`src/rtl/ftseq_pkg.sv`:
```
package ftseq_pkg;
  typedef enum logic [2:0] {
    ST_INTEG,
    ST_CLEAR,
    ST_XFER,
    ST_SHIFT,
    ST_READ
  } seq_st_e;

  // bit positions of the one-hot pixel-class vector
  localparam int PX_DUMMY  = 0;
  localparam int PX_DARK   = 1;
  localparam int PX_ACTIVE = 2;
  localparam int PX_BUF    = 3;
endpackage

```
`src/rtl/ftseq_pixclass.sv`:
```
module ftseq_pixclass #(
  parameter int PIX_DUMMY  = 2,
  parameter int PIX_DARK   = 12,
  parameter int PIX_ACTIVE = 324,
  parameter int IW         = 9
) (
  input  logic [IW-1:0] idx,
  output logic [3:0]    cls
);
  import ftseq_pkg::*;

  localparam logic [IW-1:0] END_DUMMY = IW'(PIX_DUMMY);
  localparam logic [IW-1:0] END_DARK  = IW'(PIX_DUMMY + PIX_DARK);
  localparam logic [IW-1:0] END_ACT   = IW'(PIX_DUMMY + PIX_DARK + PIX_ACTIVE);

  always_comb begin
    cls = '0;
    if (idx < END_DUMMY)     cls[PX_DUMMY]  = 1'b1;
    else if (idx < END_DARK) cls[PX_DARK]   = 1'b1;
    else if (idx < END_ACT)  cls[PX_ACTIVE] = 1'b1;
    else                     cls[PX_BUF]    = 1'b1;
  end
endmodule

```
`src/rtl/ftseq_abg_burst.sv`:
```
module ftseq_abg_burst #(
  parameter int ABG_PULSES = 4,
  parameter int HW         = 11
) (
  input  logic          en,
  input  logic [HW-1:0] pos,
  output logic          pulse
);
  localparam logic [HW:0] BURST_LEN = (HW+1)'(2 * ABG_PULSES);

  // high on even positions inside the blanking window at line start
  always_comb pulse = en && ({1'b0, pos} < BURST_LEN) && !pos[0];
endmodule

```
`src/rtl/ft_ccd_seq.sv`:
```
module ft_ccd_seq #(
  parameter int LINES      = 244,
  parameter int PIX_DUMMY  = 2,
  parameter int PIX_DARK   = 12,
  parameter int PIX_ACTIVE = 324,
  parameter int PIX_BUF    = 1,
  parameter int INT_LINES  = 262,
  parameter int HLINE_CYC  = 1590,
  parameter int ABG_PULSES = 4,
  localparam int SHW       = $clog2(INT_LINES)
) (
  input  logic           clk,
  input  logic           rst_n,
  input  logic [SHW-1:0] shutter_line,
  output logic           img_gate,
  output logic           stor_gate,
  output logic           ser_gate,
  output logic           abg_gate,
  output logic           line_valid,
  output logic           frame_start,
  output logic           pix_dummy,
  output logic           pix_dark,
  output logic           pix_active,
  output logic           pix_buf
);
  import ftseq_pkg::*;

  localparam int TOTAL_PIX = PIX_DUMMY + PIX_DARK + PIX_ACTIVE + PIX_BUF;
  localparam int MAX_LN    = (INT_LINES > LINES) ? INT_LINES : LINES;
  localparam int MAX_STP   = (TOTAL_PIX > LINES) ? TOTAL_PIX : LINES;
  localparam int LCW       = $clog2(MAX_LN + 1);
  localparam int SCW       = $clog2(MAX_STP + 1);
  localparam int HW        = $clog2(HLINE_CYC + 1);
  localparam logic [LCW-1:0] INT_LAST = LCW'(INT_LINES - 1);
  localparam logic [LCW-1:0] RD_LAST  = LCW'(LINES - 1);
  localparam logic [SCW-1:0] XF_LAST  = SCW'(LINES - 1);
  localparam logic [SCW-1:0] PX_LAST  = SCW'(TOTAL_PIX - 1);
  localparam logic [HW-1:0]  CYC_LAST = HW'(HLINE_CYC - 1);

  // reset: asserted asynchronously, released through two flops
  logic [1:0] rst_sync;
  logic       rst_i_n;
  always_ff @(posedge clk or negedge rst_n)
    if (!rst_n) rst_sync <= 2'b00;
    else        rst_sync <= {rst_sync[0], 1'b1};
  assign rst_i_n = rst_sync[1];

  seq_st_e        st, st_n;
  logic           ph, ph_n;
  logic [SCW-1:0] stp, stp_n;
  logic [LCW-1:0] ln, ln_n, ln_inc;
  logic [HW-1:0]  cyc, cyc_n;
  logic [SHW-1:0] sh_q, sh_n;
  logic [3:0]     cls;
  logic           abg_n;

  assign ln_inc = ln + 1'b1;

  ftseq_pixclass #(
    .PIX_DUMMY(PIX_DUMMY), .PIX_DARK(PIX_DARK), .PIX_ACTIVE(PIX_ACTIVE), .IW(SCW)
  ) u_cls (.idx(stp), .cls(cls));

  ftseq_abg_burst #(.ABG_PULSES(ABG_PULSES), .HW(HW)) u_abg (
    .en(st == ST_INTEG), .pos(cyc), .pulse(abg_n)
  );

  // next-state logic
  always_comb begin
    st_n  = st;
    ph_n  = ph;
    stp_n = stp;
    ln_n  = ln;
    cyc_n = cyc;
    sh_n  = sh_q;
    case (st)
      ST_INTEG: begin
        if (ln == '0 && cyc == '0) sh_n = shutter_line;
        if (cyc == CYC_LAST) begin
          cyc_n = '0;
          ph_n  = 1'b0;
          stp_n = '0;
          if (ln == INT_LAST) begin
            st_n = ST_XFER;
            ln_n = '0;
          end else begin
            ln_n = ln_inc;
            if (sh_q != '0 && LCW'(sh_q) == ln_inc) st_n = ST_CLEAR;
          end
        end else begin
          cyc_n = cyc + 1'b1;
        end
      end
      ST_CLEAR, ST_XFER: begin
        ph_n = ~ph;
        if (ph) begin
          if (stp == XF_LAST) begin
            stp_n = '0;
            st_n  = (st == ST_CLEAR) ? ST_INTEG : ST_SHIFT;
          end else begin
            stp_n = stp + 1'b1;
          end
        end
      end
      ST_SHIFT: begin
        ph_n = ~ph;
        if (ph) st_n = ST_READ;
      end
      ST_READ: begin
        ph_n = ~ph;
        if (ph) begin
          if (stp == PX_LAST) begin
            stp_n = '0;
            if (ln == RD_LAST) begin
              st_n  = ST_INTEG;
              ln_n  = '0;
              cyc_n = '0;
            end else begin
              st_n = ST_SHIFT;
              ln_n = ln_inc;
            end
          end else begin
            stp_n = stp + 1'b1;
          end
        end
      end
      default: st_n = ST_INTEG;
    endcase
  end

  // state registers
  always_ff @(posedge clk or negedge rst_i_n)
    if (!rst_i_n) begin
      st   <= ST_INTEG;
      ph   <= 1'b0;
      stp  <= '0;
      ln   <= '0;
      cyc  <= '0;
      sh_q <= '0;
    end else begin
      st   <= st_n;
      ph   <= ph_n;
      stp  <= stp_n;
      ln   <= ln_n;
      cyc  <= cyc_n;
      sh_q <= sh_n;
    end

  // registered, glitch-free outputs
  always_ff @(posedge clk or negedge rst_i_n)
    if (!rst_i_n) begin
      img_gate    <= 1'b0;
      stor_gate   <= 1'b0;
      ser_gate    <= 1'b0;
      abg_gate    <= 1'b0;
      line_valid  <= 1'b0;
      frame_start <= 1'b0;
      pix_dummy   <= 1'b0;
      pix_dark    <= 1'b0;
      pix_active  <= 1'b0;
      pix_buf     <= 1'b0;
    end else begin
      img_gate    <= !ph && (st == ST_CLEAR || st == ST_XFER);
      stor_gate   <= !ph && (st == ST_XFER || st == ST_SHIFT);
      ser_gate    <= !ph && (st == ST_READ);
      abg_gate    <= abg_n;
      line_valid  <= (st == ST_READ);
      frame_start <= (st == ST_INTEG) && ln == '0 && cyc == '0;
      pix_dummy   <= (st == ST_READ) && cls[PX_DUMMY];
      pix_dark    <= (st == ST_READ) && cls[PX_DARK];
      pix_active  <= (st == ST_READ) && cls[PX_ACTIVE];
      pix_buf     <= (st == ST_READ) && cls[PX_BUF];
    end

  // assertions
  a_r2_strobe_single: assert property (@(posedge clk) disable iff (!rst_i_n)
    frame_start |=> !frame_start);
  a_r3_abg_isolated: assert property (@(posedge clk) disable iff (!rst_i_n)
    abg_gate |-> !(img_gate || stor_gate || ser_gate || line_valid));
  a_r4_clear_outside_line: assert property (@(posedge clk) disable iff (!rst_i_n)
    (img_gate && !stor_gate) |-> !line_valid);
  a_r6_ser_in_line: assert property (@(posedge clk) disable iff (!rst_i_n)
    ser_gate |-> line_valid);
  a_r6_shift_outside_line: assert property (@(posedge clk) disable iff (!rst_i_n)
    (stor_gate && !img_gate) |-> !line_valid);
  a_r8_flags_onehot: assert property (@(posedge clk) disable iff (!rst_i_n)
    $onehot0({pix_dummy, pix_dark, pix_active, pix_buf}));
  a_r8_dark_after_dummy: assert property (@(posedge clk) disable iff (!rst_i_n)
    $rose(pix_dark) |-> $past(pix_dummy));
  a_r8_active_after_dark: assert property (@(posedge clk) disable iff (!rst_i_n)
    $rose(pix_active) |-> $past(pix_dark));
  a_r8_buf_after_active: assert property (@(posedge clk) disable iff (!rst_i_n)
    $rose(pix_buf) |-> $past(pix_active));
  a_r9_flags_in_line: assert property (@(posedge clk) disable iff (!rst_i_n)
    (pix_dummy || pix_dark || pix_active || pix_buf) |-> line_valid);
endmodule

```
`config.mk`:
```
export PLATFORM = sky130hd
export DESIGN_NAME = ft_ccd_seq
export DESIGN_NICKNAME = d
export VERILOG_FILES = /design/src/rtl/ftseq_pkg.sv /design/src/rtl/ftseq_pixclass.sv /design/src/rtl/ftseq_abg_burst.sv /design/src/rtl/ft_ccd_seq.sv
export SDC_FILE = /design/constraint.sdc
export NUM_CORES = 1
export LEC_CHECK = 0
export BUFFER_PORTS_ARGS = -buffer_cell sky130_fd_sc_hd__buf_2
export CAP_MARGIN = 20
export CORE_MARGIN = 4
export CORE_UTILIZATION = 60
export CTS_BUF_LIST = sky130_fd_sc_hd__clkbuf_8
export DETAILED_ROUTE_END_ITERATION = 6
export PLACE_DENSITY = 0.83
export SLEW_MARGIN = 30
export SYNTH_ARGS = -nofsm -noshare
export SYNTH_HDL_FRONTEND = slang
export SYNTH_SLANG_ARGS = --single-unit
export TNS_END_PERCENT = 30
```
`constraint.sdc`:
```
create_clock -name clk -period 2.2 [get_ports clk]
set_input_delay 0.11 -clock clk [delete_from_list [all_inputs] [get_ports clk]]
set_output_delay 0.11 -clock clk [all_outputs]
set_load 0.02 [all_outputs]
```
==> key figures <==
Detailed routing
  • DR vias: 2760
  • Initial DRC count: 338
  • DRC errors left: 0
  • 1st-pass router iterations: 5
  • DRT antenna net count: 0
  • DR WL/cell: 15.94 um
  • Total Wirelength: 7.269 mm
  • Via/cell ratio: 6.053

Critical path
  • Critical path required time: 2410 ps
  • CP Capture Type: flop
  • Slowest Stage Delay on Critical Path: 560 ps
  • Cell repeated most along the worst path: or4_4
  • Critical Path AT: 2500 ps
  • RR Startpoint: cyc[7]
  • Startpoint Class: flop
  • Critical path fanouts, max: 10
  • Start point of the critical path: cyc[7]
  • Crit Path Class: flop to flop
  • Crit-path cells: or4_4 -> or4_4 -> nor4_4 -> buf_6 -> mux2_2
  • Slowest cell on crit path: or4_4

Outcome
  • Failing checks: negative setup slack
  • Outcome: finished, violations left

Global routing
  • Initial antenna violation count: 0
  • First-pass GRT wire length: 12.05 mm
  • Gr usage total: 24.41%
  • Grt ovf: 0
  • Vias in the first global route: 2648
  • Largest net degree at the start of global routing: 41

CTS
  • Inserted Clock Buffers: 5
  • Clock Path Buffers: 2
  • Clock Latency Late Sink: 320 ps
  • Clk pin slew, worst setup/hold paths: 100 ps
  • Maximum level of the CTS H-tree: 2
  • CTS root buffer: clkbuf_8
  • CTS tree: done
  • Clk sinks: 54

Yosys
  • Yosys top cell area share: 44.48%
  • Yosys Warn Count: 0
  • Syn_area_per_cell: 9.178 um^2
  • Yosys cell types: 50
  • Top-count cell post-synth: dfrtp_1
  • Main synth FF type: dfrtp_1
  • Number of flops mapped to enable cells by yosys: 0
  • Syn Std Cell Area: 0.003038 mm^2
  • Post-synth top area cell: dfrtp_1
  • Synth cell count leaders: dfrtp_1 (54), nor2_1 (34), nand2_1 (26)
  • Register area share after synthesis: 44.48%
  • #FFs+latches synth: 54
  • Synth Instances: 331
  • Post-Syn Nets: 349
  • Asr flop ratio synth: 100.0%
  • Synth top area cells: dfrtp_1 (44%), nor2_1 (4.2%), xor2_1 (4.0%)

Final layout
  • Finished Cell Area: 0.003717 mm^2
  • Area delta synth->final: 22.36%
  • Layout cells sized above 1: 26.22%
  • Final nets: 406
  • Antenna Cells: 0
  • Finished Core Util: 77.17%

Placement
  • Port bufs: 20
  • Final GP Congestion: 0.8726
  • Placed Area: 0.003475 mm^2
  • DP Wirelength: 4.985 mm

STA
  • Clock Skew: 6.799 ps
  • Unrepaired setup endpoints after global routing: yes
  • Slew @ Worst Pin: 842.2 ps
  • Final setup margin: -82.62 ps
  • Final hold vios: 0
  • Fin crit period: 2283 ps
  • Pins Over Slew Limit: 0
  • Worst rel slew slack: 43.85%
  • Setup TNS: -660.4 ps
  • Ratio of final minimum period to clock period: 103.8%
  • Max Fclk: 0.4381 GHz
  • Setup Viol. Count Final: 9

Floorplan
  • Die H: 79.16 um
  • # rows: 25
  • DIE AREA: 0.006266 mm^2
  • Die Wd: 79.16 um
  • Ports: 21
  • CORE AREA: 0.004817 mm^2
  • Initial core utilization: 63.06%

Power and ir drop
  • Pwr per Cell Area: 490.2 mW/mm^2
  • Final Total Pwr: 1.822 mW
  • Worst vdd ir: 412.7 uV
  • Leak: 1.789 nW

Worst hold path
  • Worst min path class: input pin to flop
  • HP Start: shutter_line[4]

Flow run
  • Maxcap violations: 0
-- final timing paths --
path | end | slack, ps | cells after the start
worst max-delay path | sh_q[5] | -80 | 5
worst min-delay path | sh_q[4] | 20 | 2
worst max register to register | sh_q[5] | -80 | 5
worst min register to register | rst_sync[1] | 360 | 0
max in group asynchronous | ln[8] | 1140 | 1
min in group asynchronous | rst_sync[1] | 100 | 2
-- area by class of cell --
cell class | instances | area (um^2)
timing repair buffer | 66 | 455.4
tap | 67 | 83.83
clock buffer | 5 | 68.82
fill | 348 | 1100
inverter | 11 | 41.29
sequential | 54 | 1353
clock inverter | 3 | 68.82
multi-input combinational | 250 | 1647
-- cells in the final DEF (no fill, tap or decap), drive strengths merged, types with 7 or more instances in the layout --
master,n
xnor2,7
or4,7
a21oi,18
mux2,9
nand3,18
o21ai,21
nor2,34
buf,65
nor3,10
inv,10
dfrtp,54
ha,7
xor2,14
nand2,26
and3,11
-- kinds of logic (layout without fill, tap and decap cells) --
logic type,after synthesis,after routing,synth area share (%)
XOR/XNOR,21,21,6.054
AND/OR/NAND/NOR,138,138,24.05
AO/OA/AOI/OAI,72,72,14.95
other,1,1,0.1234
buffers and inverters,27,85,3.459
multiplexers,11,11,3.995
flip-flops,54,54,44.48
adder cells (fa/ha/maj),7,7,2.883
-- metrics by stage --
stage,std cells,hold WS (ps),setup WS (ps)
5_1_grt,456,18.41,-111.5
2_1_floorplan,331,-185.6,-150.1
3_5_place_dp,444,-104.4,-94.74
6_report,456,15.07,-82.62
3_3_place_gp,444,-105.8,-37.12
4_1_cts,453,10.69,-81.61
-- registers in the layout (all words and copies together), names as in the netlist --
| signal | cells |
|---|---|
| pix_dark | 1 |
| st | 3 |
| ser_gate | 1 |
| img_gate | 1 |
| pix_dummy | 1 |
| pix_buf | 1 |
| rst_sync | 2 |
| ph | 1 |
| stor_gate | 1 |
| frame_start | 1 |
| cyc | 11 |
| ln | 9 |
| stp | 9 |
| pix_active | 1 |
| line_valid | 1 |
| sh_q | 9 |
| abg_gate | 1 |
-- layer usage --
metal  vias to the layer above  part of all wire (%)  track usage, %
met2                       128                    50           40.57
met1                      1308                    41           31.46
met3                        19                   6.4           3.628
li1                       1305                     -               -
met4                         0                   2.9           11.17
met5                         -                     0               0
-- critical path, delay by kind of cell, from the launching register on --
family / cells / cell delay [ps]
buf+inv: 1 / 190
simple gates: 3 / 1250
mux: 1 / 340
flops: 1 / 390
-- what timing repair did --
action,CTS,global route
resized for setup,3,16
hold endpoints to repair,2,0
hold buffers,1,0
cloned,0,0
buffers inserted,0,3
pin swaps,0,3
endpoints found under the setup margin,12,32
-- power breakdown --
| part | switching [mW] | internal (mW) | leakage [nW] |
|---|---|---|---|
| combinational | 0.00798 | 0.00976 | 0.986 |
| clock | 0.342 | 0.456 | 0.0683 |
| sequential | 0.0135 | 0.994 | 0.735 |
| total | 0.363 | 1.46 | 1.79 |
(Power assumes the default switching activity.)
